### src/rtl/sar_host_pkg.sv
package sar_host_pkg;

  typedef struct packed {
    logic start;     // conversion begins
    logic promote;   // pending result -> result register (delayed mode)
    logic capture;   // conversion ends, raw code is taken
    logic capImm;    // capture also loads result register (immediate mode)
    logic wrNow;     // offset write applied at once
    logic wrHold;    // offset write parked until conversion end
    logic wrCommit;  // parked offset applied
  } strobe_t;

endpackage

### src/rtl/sar_host_ctrl.sv
module sar_host_ctrl
  import sar_host_pkg::*;
#(
  parameter int CONV_CYCLES   = 8,
  parameter bit USE_CORE_DONE = 1'b0
) (
  input  logic    clk,
  input  logic    rstN,
  input  logic    sampleReqN,
  input  logic    csN,
  input  logic    wrStb,
  input  logic    modeImm,
  input  logic    modeDly,
  input  logic    coreDone,
  output strobe_t strb,
  output logic    rdy,
  output logic    overrunErr
);
  localparam int CntW = $clog2(CONV_CYCLES + 1);

  logic [2:0] reqSh;
  logic [2:0] wrSh;
  logic [1:0] csSh;
  logic       reqFall, wrFall, wrReq, modeOk, startNow, doneNow;
  logic       immSel, holdWr;

  always_ff @(posedge clk or negedge rstN) begin
    if (!rstN) begin
      reqSh <= 3'b111;
      wrSh  <= 3'b000;
      csSh  <= 2'b11;
    end else begin
      reqSh <= {reqSh[1:0], sampleReqN};
      wrSh  <= {wrSh[1:0], wrStb};
      csSh  <= {csSh[0], csN};
    end
  end

  assign reqFall  = reqSh[2] & ~reqSh[1];
  assign wrFall   = wrSh[2] & ~wrSh[1];
  assign wrReq    = wrFall & ~csSh[1];
  assign modeOk   = modeImm ^ modeDly;
  assign startNow = reqFall & rdy & modeOk;

  generate
    if (USE_CORE_DONE) begin : g_coreDone
      assign doneNow = coreDone & ~rdy;
    end else begin : g_countDone
      logic [CntW-1:0] cnt;
      logic            unusedDone;
      assign unusedDone = coreDone;
      always_ff @(posedge clk or negedge rstN) begin
        if (!rstN)          cnt <= '0;
        else if (startNow)  cnt <= '0;
        else if (!rdy)      cnt <= cnt + 1'b1;
      end
      assign doneNow = ~rdy & (cnt == CntW'(CONV_CYCLES - 1));


      conv_len_chk: assert property (@(posedge clk) disable iff (!rstN)
        !rdy |-> (cnt < CntW'(CONV_CYCLES)));
    end
  endgenerate

  always_ff @(posedge clk or negedge rstN) begin
    if (!rstN) begin
      rdy        <= 1'b1;
      immSel     <= 1'b0;
      overrunErr <= 1'b0;
      holdWr     <= 1'b0;
    end else begin
      if (startNow) begin
        rdy    <= 1'b0;
        immSel <= modeImm;
      end else if (doneNow) begin
        rdy <= 1'b1;
      end
      if (reqFall && !rdy) overrunErr <= 1'b1;
      if (wrReq && !rdy)        holdWr <= 1'b1;
      else if (holdWr && rdy)   holdWr <= 1'b0;
    end
  end

  always_comb begin
    strb          = '0;
    strb.start    = startNow;
    strb.promote  = startNow & ~modeImm;
    strb.capture  = doneNow;
    strb.capImm   = doneNow & immSel;
    strb.wrNow    = wrReq & rdy;
    strb.wrHold   = wrReq & ~rdy;
    strb.wrCommit = holdWr & rdy;
  end


  start_busy_chk: assert property (@(posedge clk) disable iff (!rstN)
    (reqFall && rdy && modeOk) |=> !rdy);

  bad_mode_chk: assert property (@(posedge clk) disable iff (!rstN)
    (rdy && !modeOk) |=> rdy);

  overrun_flag_chk: assert property (@(posedge clk) disable iff (!rstN)
    (reqFall && !rdy) |=> overrunErr);

  overrun_sticky_chk: assert property (@(posedge clk) disable iff (!rstN)
    overrunErr |=> overrunErr);

  offset_idle_chk: assert property (@(posedge clk) disable iff (!rstN)
    (strb.wrNow || strb.wrCommit) |-> !strb.capture);

endmodule

### src/rtl/sar_host_dp.sv
module sar_host_dp
  import sar_host_pkg::*;
(
  input  logic        clk,
  input  logic        rstN,
  input  strobe_t     strb,
  input  logic [12:0] dataIn,
  input  logic [11:0] coreCode,
  output logic [12:0] dataOut
);
  logic [9:0]         offReg, holdWord;
  logic [12:0]        pendReg, outReg, result;
  logic signed [13:0] sum;
  logic [2:0]         unusedHigh;

  assign unusedHigh = dataIn[12:10];
  assign sum = $signed({2'b00, coreCode}) + $signed({{4{offReg[9]}}, offReg});

  always_comb begin
    if (sum < 0)                  result = {1'b1, 12'h000};
    else if (sum > 14'sd4095)     result = {1'b1, 12'hFFF};
    else                          result = {1'b0, sum[11:0]};
  end

  always_ff @(posedge clk or negedge rstN) begin
    if (!rstN) begin
      offReg   <= '0;
      holdWord <= '0;
      pendReg  <= '0;
      outReg   <= '0;
    end else begin
      if (strb.wrNow)         offReg <= dataIn[9:0];
      else if (strb.wrCommit) offReg <= holdWord;
      if (strb.wrHold)        holdWord <= dataIn[9:0];
      if (strb.capture)       pendReg <= result;
      if (strb.capImm)        outReg <= result;
      else if (strb.promote)  outReg <= pendReg;
    end
  end

  assign dataOut = outReg;


  sat_flag_chk: assert property (@(posedge clk) disable iff (!rstN)
    outReg[12] |-> (outReg[11:0] == 12'h000 || outReg[11:0] == 12'hFFF));

  dly_hold_chk: assert property (@(posedge clk) disable iff (!rstN)
    (!strb.capImm && !strb.promote) |=> $stable(outReg));

endmodule

### src/rtl/sar_host_port.sv
module sar_host_port
  import sar_host_pkg::*;
#(
  parameter int CONV_CYCLES   = 8,
  parameter bit USE_CORE_DONE = 1'b0
) (
  input  logic        clk,
  input  logic        rstN,
  input  logic        sampleReqN,
  input  logic        csN,
  input  logic        rdN,
  input  logic        wrStb,
  input  logic        modeImm,
  input  logic        modeDly,
  input  logic [12:0] dataIn,
  output logic [12:0] dataOut,
  output logic        dataOe,
  output logic        rdy,
  output logic        overrunErr,
  input  logic        coreDone,
  input  logic [11:0] coreCode,
  output logic        convStart,
  output logic        resultCapture
);
  strobe_t strb;

  sar_host_ctrl #(.CONV_CYCLES(CONV_CYCLES), .USE_CORE_DONE(USE_CORE_DONE)) i_ctrl (
    .clk(clk), .rstN(rstN), .sampleReqN(sampleReqN), .csN(csN), .wrStb(wrStb),
    .modeImm(modeImm), .modeDly(modeDly), .coreDone(coreDone),
    .strb(strb), .rdy(rdy), .overrunErr(overrunErr)
  );

  sar_host_dp i_dp (
    .clk(clk), .rstN(rstN), .strb(strb), .dataIn(dataIn),
    .coreCode(coreCode), .dataOut(dataOut)
  );

  assign dataOe        = ~csN & ~rdN;
  assign convStart     = strb.start;
  assign resultCapture = strb.capture;


  start_pulse_chk: assert property (@(posedge clk) disable iff (!rstN)
    convStart |=> !convStart);

endmodule

### config.mk
export PLATFORM = sky130hd
export DESIGN_NAME = sar_host_port
export DESIGN_NICKNAME = d
export VERILOG_FILES = /design/src/rtl/sar_host_pkg.sv /design/src/rtl/sar_host_ctrl.sv /design/src/rtl/sar_host_dp.sv /design/src/rtl/sar_host_port.sv
export SDC_FILE = /design/constraint.sdc
export NUM_CORES = 1
export LEC_CHECK = 0
export CORE_MARGIN = 1
export CORE_UTILIZATION = 35
export CTS_CLUSTER_SIZE = 12
export DETAILED_ROUTE_END_ITERATION = 6
export HOLD_SLACK_MARGIN = 0.1
export MAX_ROUTING_LAYER = met4
export SYNTH_ARGS = -nofsm -noshare
export SYNTH_HDL_FRONTEND = slang
export SYNTH_HIERARCHICAL = 1
export SYNTH_SLANG_ARGS = --single-unit
### constraint.sdc
create_clock -name clk -period 2.06 [get_ports clk]
set_input_delay 0.309 -clock clk [delete_from_list [all_inputs] [get_ports clk]]
set_output_delay 0.309 -clock clk [all_outputs]
set_load 0.1 [all_outputs]
==> flow_metrics.tcl, run 1 <==
set metrics [dict create \
    synth.distinct_cells 59 \
    reg2reg_depth 10 \
    io_pins 52 \
    r2r-start "i_dp/offReg[0]" \
    synth-simple-area-share_pct 11.5 \
    placed_area_um2 4590 \
    synth_mux_area_share_pct 9.25 \
    drt-pass1-iter-count 4 \
    fmax_ghz 0.442 \
    diodes 0 \
    synth_enable_flop_cells 0 \
    crit_path_end_kind "flop" \
    async_reset_ff_share_pct 100 \
    p_leak_nw 2.22 \
    via_per_inst 4.99 \
    nFillCells 900 \
    place_inst 555 \
    maxSlewHeadroom_pct 66.1 \
    regToRegEndpoint "i_dp/pendReg[7]" \
    setup-violations-final 26 \
    synth_top_family_by_area "compound AO/OA/AOI/OAI gates" \
    cts_tree "built" \
    wl_um 8540 \
    syn2layout_area_growth_pct 47.1 \
    grt_max_degree 33 \
    violations "negative setup slack" \
    die_w_um 102 \
    grt_antenna_before_repair 0 \
    die_h_um 102 \
    via_count 2934 \
    cts_max_level 3 \
    cp_max_fo 4 \
    grt_use_total_pct 17.8 \
    tightest_slew_ns 0.496 \
    synth_area_um2 3500 \
    nets 499 \
    first_iter_violations 89 \
    initial_core_util_pct 36.0 \
    worstPathRequired_ns 2.29 \
    clock-sinks 62 \
    synth.net_count 383 \
    rsz0062_at_grt "true" \
    grt-ovfl-total 0 \
    crit_start "i_dp/offReg[0]" \
    finalCritPeriodShare_pct 110 \
    mostFrequentLayoutCells "78 x buf_4, 55 x dfrtp_1, 25 x clkdlybuf4s50_1" \
    fin_cells 588 \
    ir_drop_mv 0.864 \
    period_needed_ns 2.26 \
    stdcell_area_um2 5150 \
    holdWs_ns 0.352 \
    r2r_slack_ns -0.20 \
    clkLatencyLatePin_ns 0.34 \
    final_util_pct 53.0 \
    cp-start-kind "flop" \
    cts_buffers 9 \
    layout_commonest_cell "buf_4" \
    grt_pass1_vias 2896 \
    synth_area_per_cell_um2 10.5 \
    wl_per_cell_um 14.5 \
    maxCapViolCount 0 \
    synthAdderAreaFrac_pct 5.57 \
    finClkSkew_ns 0.00828 \
    core-area_um2 9730 \
    finalWorstSetupSlack_ns -0.203 \
    antenna_left 0 \
    critical_path_class "flop to flop" \
    io_buffers 47 \
    ctsRootBufferMaster "clkbuf_8" \
    status "complete, but fails checks" \
    ys_ff_latch 62 \
    synth_xor_area_share_pct 2.75 \
    gp_congestion 0.859 \
    yosys_warnings 6 \
    dp_hpwl_um 5920 \
    std_cell_rows 36 \
    grt_pass1_wl_um 13700 \
    finalHoldViolations 0 \
    min_path_type "flop to flop" \
    drive_gt1_share_pct 38.5 \
    netlist_instances 334 \
    synth_compound_area_share_pct 21.2 \
    drc 0 \
    synth_flop_cell "dfrtp_1" \
    synth-seq-area-share_pct 44.5 \
    crit_end "i_dp/pendReg[7]" \
    arrival_ns 2.49 \
    finalMaxSlewViolations 0 \
    clk_pin_slew_ns 0.07 \
    fp.dieArea_um2 10400 \
    power_density_nw_per_um2 1730 \
    clockBufferDepth 2 \
]
==> worst max-delay path, cell delays in order (launching register included) <==
cell and delay, ns:
dfrtp_1 0.37, ha_2 0.19, inv_2 0.04, fa_2 0.33, nand2b_4 0.16, a21oi_4 0.16
o2111a_1 0.27, a211oi_4 0.06, buf_6 0.14, o21a_1 0.18, mux2_4 0.26
==> per-stage QoR <==
step                setup TNS, ns  total power, W  setup WS (ns)
finish                      -3.18         0.00892         -0.203
global route                -5.78         0.00947         -0.273
CTS                         -2.87         0.00864         -0.193
detailed placement         -14.69         0.00693         -0.641
global placement           -13.56         0.00683         -0.608
floorplan                  -0.141         0.00533        -0.0425
==> where the power goes <==
group | internal [W] | switching, W | leakage, nW
Sequential | 0.00175 | 0.000326 | 0.735
Combinational | 0.00250 | 0.00313 | 1.38
Clock | 0.000709 | 0.000495 | 0.108
Total | 0.00496 | 0.00396 | 2.22
==> kinds of logic after synthesis <==
family                   Yosys count
AO/OA/AOI/OAI                    105
adder cells (fa/ha/maj)           15
AND/OR/NAND/NOR                   74
XOR/XNOR                          11
flip-flops                        62
buffers and inverters             36
multiplexers                      31
==> final cells by class <==
class                           count  area, µm²  share of cell area, %
Tap cell                          133        166                   3.23
Sequential cell                    62       1560                   30.3
Clock inverter                      6       85.1                   1.65
Multi-Input combinational cell    236       2000                   38.7
Timing Repair Buffer              124       1140                   22.1
Inverter                           17       63.8                   1.24
Clock buffer                       10        138                   2.67
==> what timing repair did <==
action	in CTS	in global routing
gates cloned	0	1
gates resized for setup	40	14
endpoints found under the hold margin	11	0
setup endpoints to repair	27	28
hold buffers	1	0
pin swaps	18	13
buffers inserted	9	6
==> state kept, by name, indices dropped and copies added, names as in the netlist <==
name	count
i_dp/dataOut	13
i_dp/pendReg	13
i_dp/holdWord	10
i_dp/offReg	10
i_ctrl/g_countDone.cnt	4
i_ctrl/reqSh	3
i_ctrl/wrSh	3
i_ctrl/csSh	2
i_ctrl/holdWr	1
i_ctrl/immSel	1
i_ctrl/overrunErr	1
i_ctrl/rdy	1
==> synth_stat cells (all sizes together) (8+ instances only) <==
| cell | count | area (µm²) |
|---|---|---|
| a31oi | 8 | 50.1 |
| mux2i | 20 | 200 |
| o21ai | 28 | 144 |
| buf | 8 | 65.1 |
| dfrtp | 56 | 1400 |
| ha | 14 | 175 |
| o211ai | 21 | 158 |
| clkbuf | 11 | 52.5 |
| nand2 | 15 | 56.3 |
| nor2 | 23 | 93.8 |
| mux2 | 11 | 124 |
| inv | 17 | 63.8 |
| a21o | 9 | 68.8 |
| xnor2 | 9 | 78.8 |
==> metal layers <==
metal  routed length (µm)  GRT usage, %
met2                 4070          28.0
met4                  176          5.49
met1                 4020          22.9
met5                    0             -
met3                  264          3.63
==> how the worst min path moves through the flow <==
stage	start	to	cells after the start
2_1_floorplan	rstN	i_ctrl/g_countDone.cnt[0]	0
3_3_place_gp	rstN	i_dp/dataOut[8]	1
3_5_place_dp	rstN	i_dp/dataOut[8]	1
4_1_cts	i_ctrl/wrSh[0]	i_ctrl/wrSh[1]	0
5_1_grt	i_ctrl/reqSh[0]	i_ctrl/reqSh[1]	0
6_report	i_ctrl/wrSh[0]	i_ctrl/wrSh[1]	0
(Power assumes the default switching activity.)
==> run 2: changes to the inputs <==
CTS_BUF_LIST = sky130_fd_sc_hd__clkbuf_4 sky130_fd_sc_hd__clkbuf_8   (was default)
RECOVER_POWER = 50   (was default)
SYNTH_HIERARCHICAL = default   (was 1)
==> run 2 against run 1 <==
Compared with the run above: the run still ends with negative setup slack left; worst hold slack got worse by 0.0018 ns; global-route usage increased by 0.27 points; combinational power decreased by 12%; synthesized cell count decreased by 2.7%; count of clock-buffer cells in the layout increased by 3; first-iteration DRC count increased by 2.2%; worst setup slack got worse by 0.22 ns; register-to-register slack got worse by 0.22 ns; non-clock buffer count decreased by 15; utilization about the same; highest routed layer unchanged; flip-flop and latch count unchanged.
==> flow_metrics.tcl, run 2 <==
set metrics [dict create \
    stdcell_area_um2 4920 \
    power_density_nw_per_um2 1700 \
    final_util_pct 53.0 \
    io_buffers 47 \
    clockBufferDepth 2 \
    grt_antenna_before_repair 0 \
    finClkSkew_ns 0.0118 \
    worstPathCellList "clkdlybuf4s50_1 -> ha_1 -> buf_4 -> o211ai_1 -> o211ai_1 -> a21boi_2 -> o22ai_1 -> nand3_1 -> mux2_4 -> a311oi_2" \
    cts_tree "built" \
    core-area_um2 9280 \
    synth_top_area_share_pct 41.7 \
    synth_mux_area_share_pct 8.00 \
    grt_pass1_wl_um 13800 \
    clock-sinks 62 \
    netlist_instances 325 \
    maxCapViolCount 0 \
    ys_ff_latch 62 \
    synth.net_count 374 \
    crit_family "compound AO/OA/AOI/OAI gates" \
    cts_buffers 9 \
    met1_usage_pct 23.7 \
    antenna_left 0 \
    setup-violations-final 26 \
    violations "negative setup slack" \
    yosys_warnings 0 \
    synth_enable_flop_cells 0 \
    cpMaxStageDelayCell "clkdlybuf4s50_1" \
    die_w_um 100 \
    synth_compound_area_share_pct 20.1 \
    via_per_inst 5.12 \
    drc 0 \
    synth.distinct_cells 53 \
    arrival_ns 2.73 \
    cp_max_fo 4 \
    worst-path-buf-inv 2 \
    clkLatencyLatePin_ns 0.34 \
    tightest_slew_ns 0.844 \
    grt-ovfl-total 0 \
    async_reset_ff_share_pct 100 \
    synth-simple-area-share_pct 12.6 \
    grt_use_met3_pct 3.83 \
    drive_gt1_share_pct 37.3 \
    period_needed_ns 2.49 \
    min_path_type "flop to flop" \
    wl_um 8290 \
    synth_area_per_cell_um2 10.4 \
    p_leak_nw 2.19 \
    std_cell_rows 35 \
    syn2layout_area_growth_pct 46.3 \
    synth_flop_cell "dfrtp_1" \
    wl_per_cell_um 14.6 \
    finalWorstSetupSlack_ns -0.425 \
    gp_congestion 0.820 \
    drt-pass1-iter-count 4 \
    cp-start-kind "input port" \
    synth_area_um2 3360 \
    grt_use_total_pct 18.0 \
    status "complete, but fails checks" \
    crit_path_end_kind "flop" \
    nets 481 \
    cts_max_level 3 \
    dp_hpwl_um 5600 \
    maxSlewHeadroom_pct 43.7 \
    ir_drop_mv 0.796 \
    clk_pin_slew_ns 0.07 \
    busiest_layer "met2" \
    synthAdderAreaFrac_pct 5.80 \
    fp.dieArea_um2 10000 \
    rsz0062_at_grt "true" \
    diodes 0 \
    finalMaxSlewViolations 0 \
    finalCritPeriodShare_pct 121 \
    via_count 2898 \
    grt_max_degree 63 \
    die_h_um 100 \
    synth_most_common_cell "dfrtp_1" \
    synth_common_cells "56 x dfrtp_1, 38 x nor2_1, 25 x a21oi_1, 14 x ha_1" \
    yosysTopAreaCell "dfrtp_1" \
    crit_top_cell "o211ai_1" \
    fmax_ghz 0.402 \
    first_iter_violations 91 \
    synth-seq-area-share_pct 46.3 \
    io_pins 52 \
    synth_xor_area_share_pct 3.64 \
    initial_core_util_pct 36.2 \
    finalHoldViolations 0 \
    layout_commonest_cell "buf_4" \
    worstPathRequired_ns 2.30 \
    synthTopCellsByArea "dfrtp_1 42%, ha_1 5.2%, dfstp_2 4.7%, nor2_1 4.2%, mux2i_1 3.9%" \
    met2_usage_pct 28.4 \
    grt_pass1_vias 2831 \
    mostFrequentLayoutCells "68 x buf_4, 56 x dfrtp_1, 35 x nor2_1" \
    placed_area_um2 4360 \
    critical_path_class "input port to flop" \
    slowest_delay_ns 0.43 \
    synth_top_family_by_area "compound AO/OA/AOI/OAI gates" \
    ctsRootBufferMaster "clkbuf_8" \
]
[run 2: cell count changes in the layout (fill, tap and decap cells not counted), sizes merged, moves of 11 or more]
cell	delta
a21oi	+21
buf	-16
nor2	+15
o21ai	-14
o211ai	-13
o22ai	+12
a311oi	+11
[run 2: through the flow]
stage,setup TNS (ns),std cells,power (W),hold WS (ns),setup slack [ns]
final,-8.76,566,0.00838,0.350,-0.425
after detailed placement,-20.88,538,0.00645,0.337,-0.895
after floorplan,-5.33,325,0.00500,0.0134,-0.380
after global placement,-19.86,538,0.00637,0.333,-0.827
after global routing,-12.00,566,0.00890,0.354,-0.550
after CTS,-8.54,563,0.00820,0.353,-0.435
[run 2: per-layer routing]
metal,share of wire (%),vias to the layer above
met5,0,-
met4,1.1,0
met3,3.5,10
met2,48,65
met1,47,1399
li1,-,1424
[run 2: power by group]
| part | leakage, nW | switching [W] | internal [W] |
|---|---|---|---|
| combinational | 1.35 | 0.00288 | 0.00210 |
| clock | 0.131 | 0.000463 | 0.000898 |
| sequential | 0.703 | 0.000309 | 0.00173 |
[run 2: path summary, 6_finish.rpt]
path | startpoint | end | slack (ns) | cells past startpoint
max | coreCode[3] | i_dp.pendReg[4] | -0.43 | 10
min | i_ctrl.wrSh[0] | i_ctrl.wrSh[1] | 0.35 | 0
max reg2reg | i_dp.offReg[0] | i_dp.pendReg[4] | -0.42 | 10
min reg2reg | i_ctrl.wrSh[0] | i_ctrl.wrSh[1] | 0.35 | 0
max in group asynchronous | rstN | i_dp.pendReg[2] | 0.78 | 3
min in group asynchronous | rstN | i_dp.dataOut[11] | 0.73 | 3
[run 2: cell type report]
type	instances	area [µm²]
clock inverter	3	90.1
clock buffer	13	166
sequential	62	1560
tap	129	161
fill	881	4360
multi-input combinational	240	1930
timing repair buffer	109	981
inverter	10	37.5
[run 2: cell families (layout without fill, tap and decap cells)]
kind of cell	after synthesis	after routing
buffers and inverters	26	135
flip-flops	62	62
adder cells (fa/ha/maj)	15	15
XOR/XNOR	14	14
AND/OR/NAND/NOR	85	85
AO/OA/AOI/OAI	98	98
multiplexers	25	28
[run 2: repair_timing]
action | in CTS | in global routing
buffers inserted | 5 | 2
hold buffers | 1 | 0
hold endpoints to repair | 56 | 0
gates cloned | 3 | 1
pin swaps | 32 | 15
gates resized for setup | 32 | 19
endpoints found under the setup margin | 26 | 27
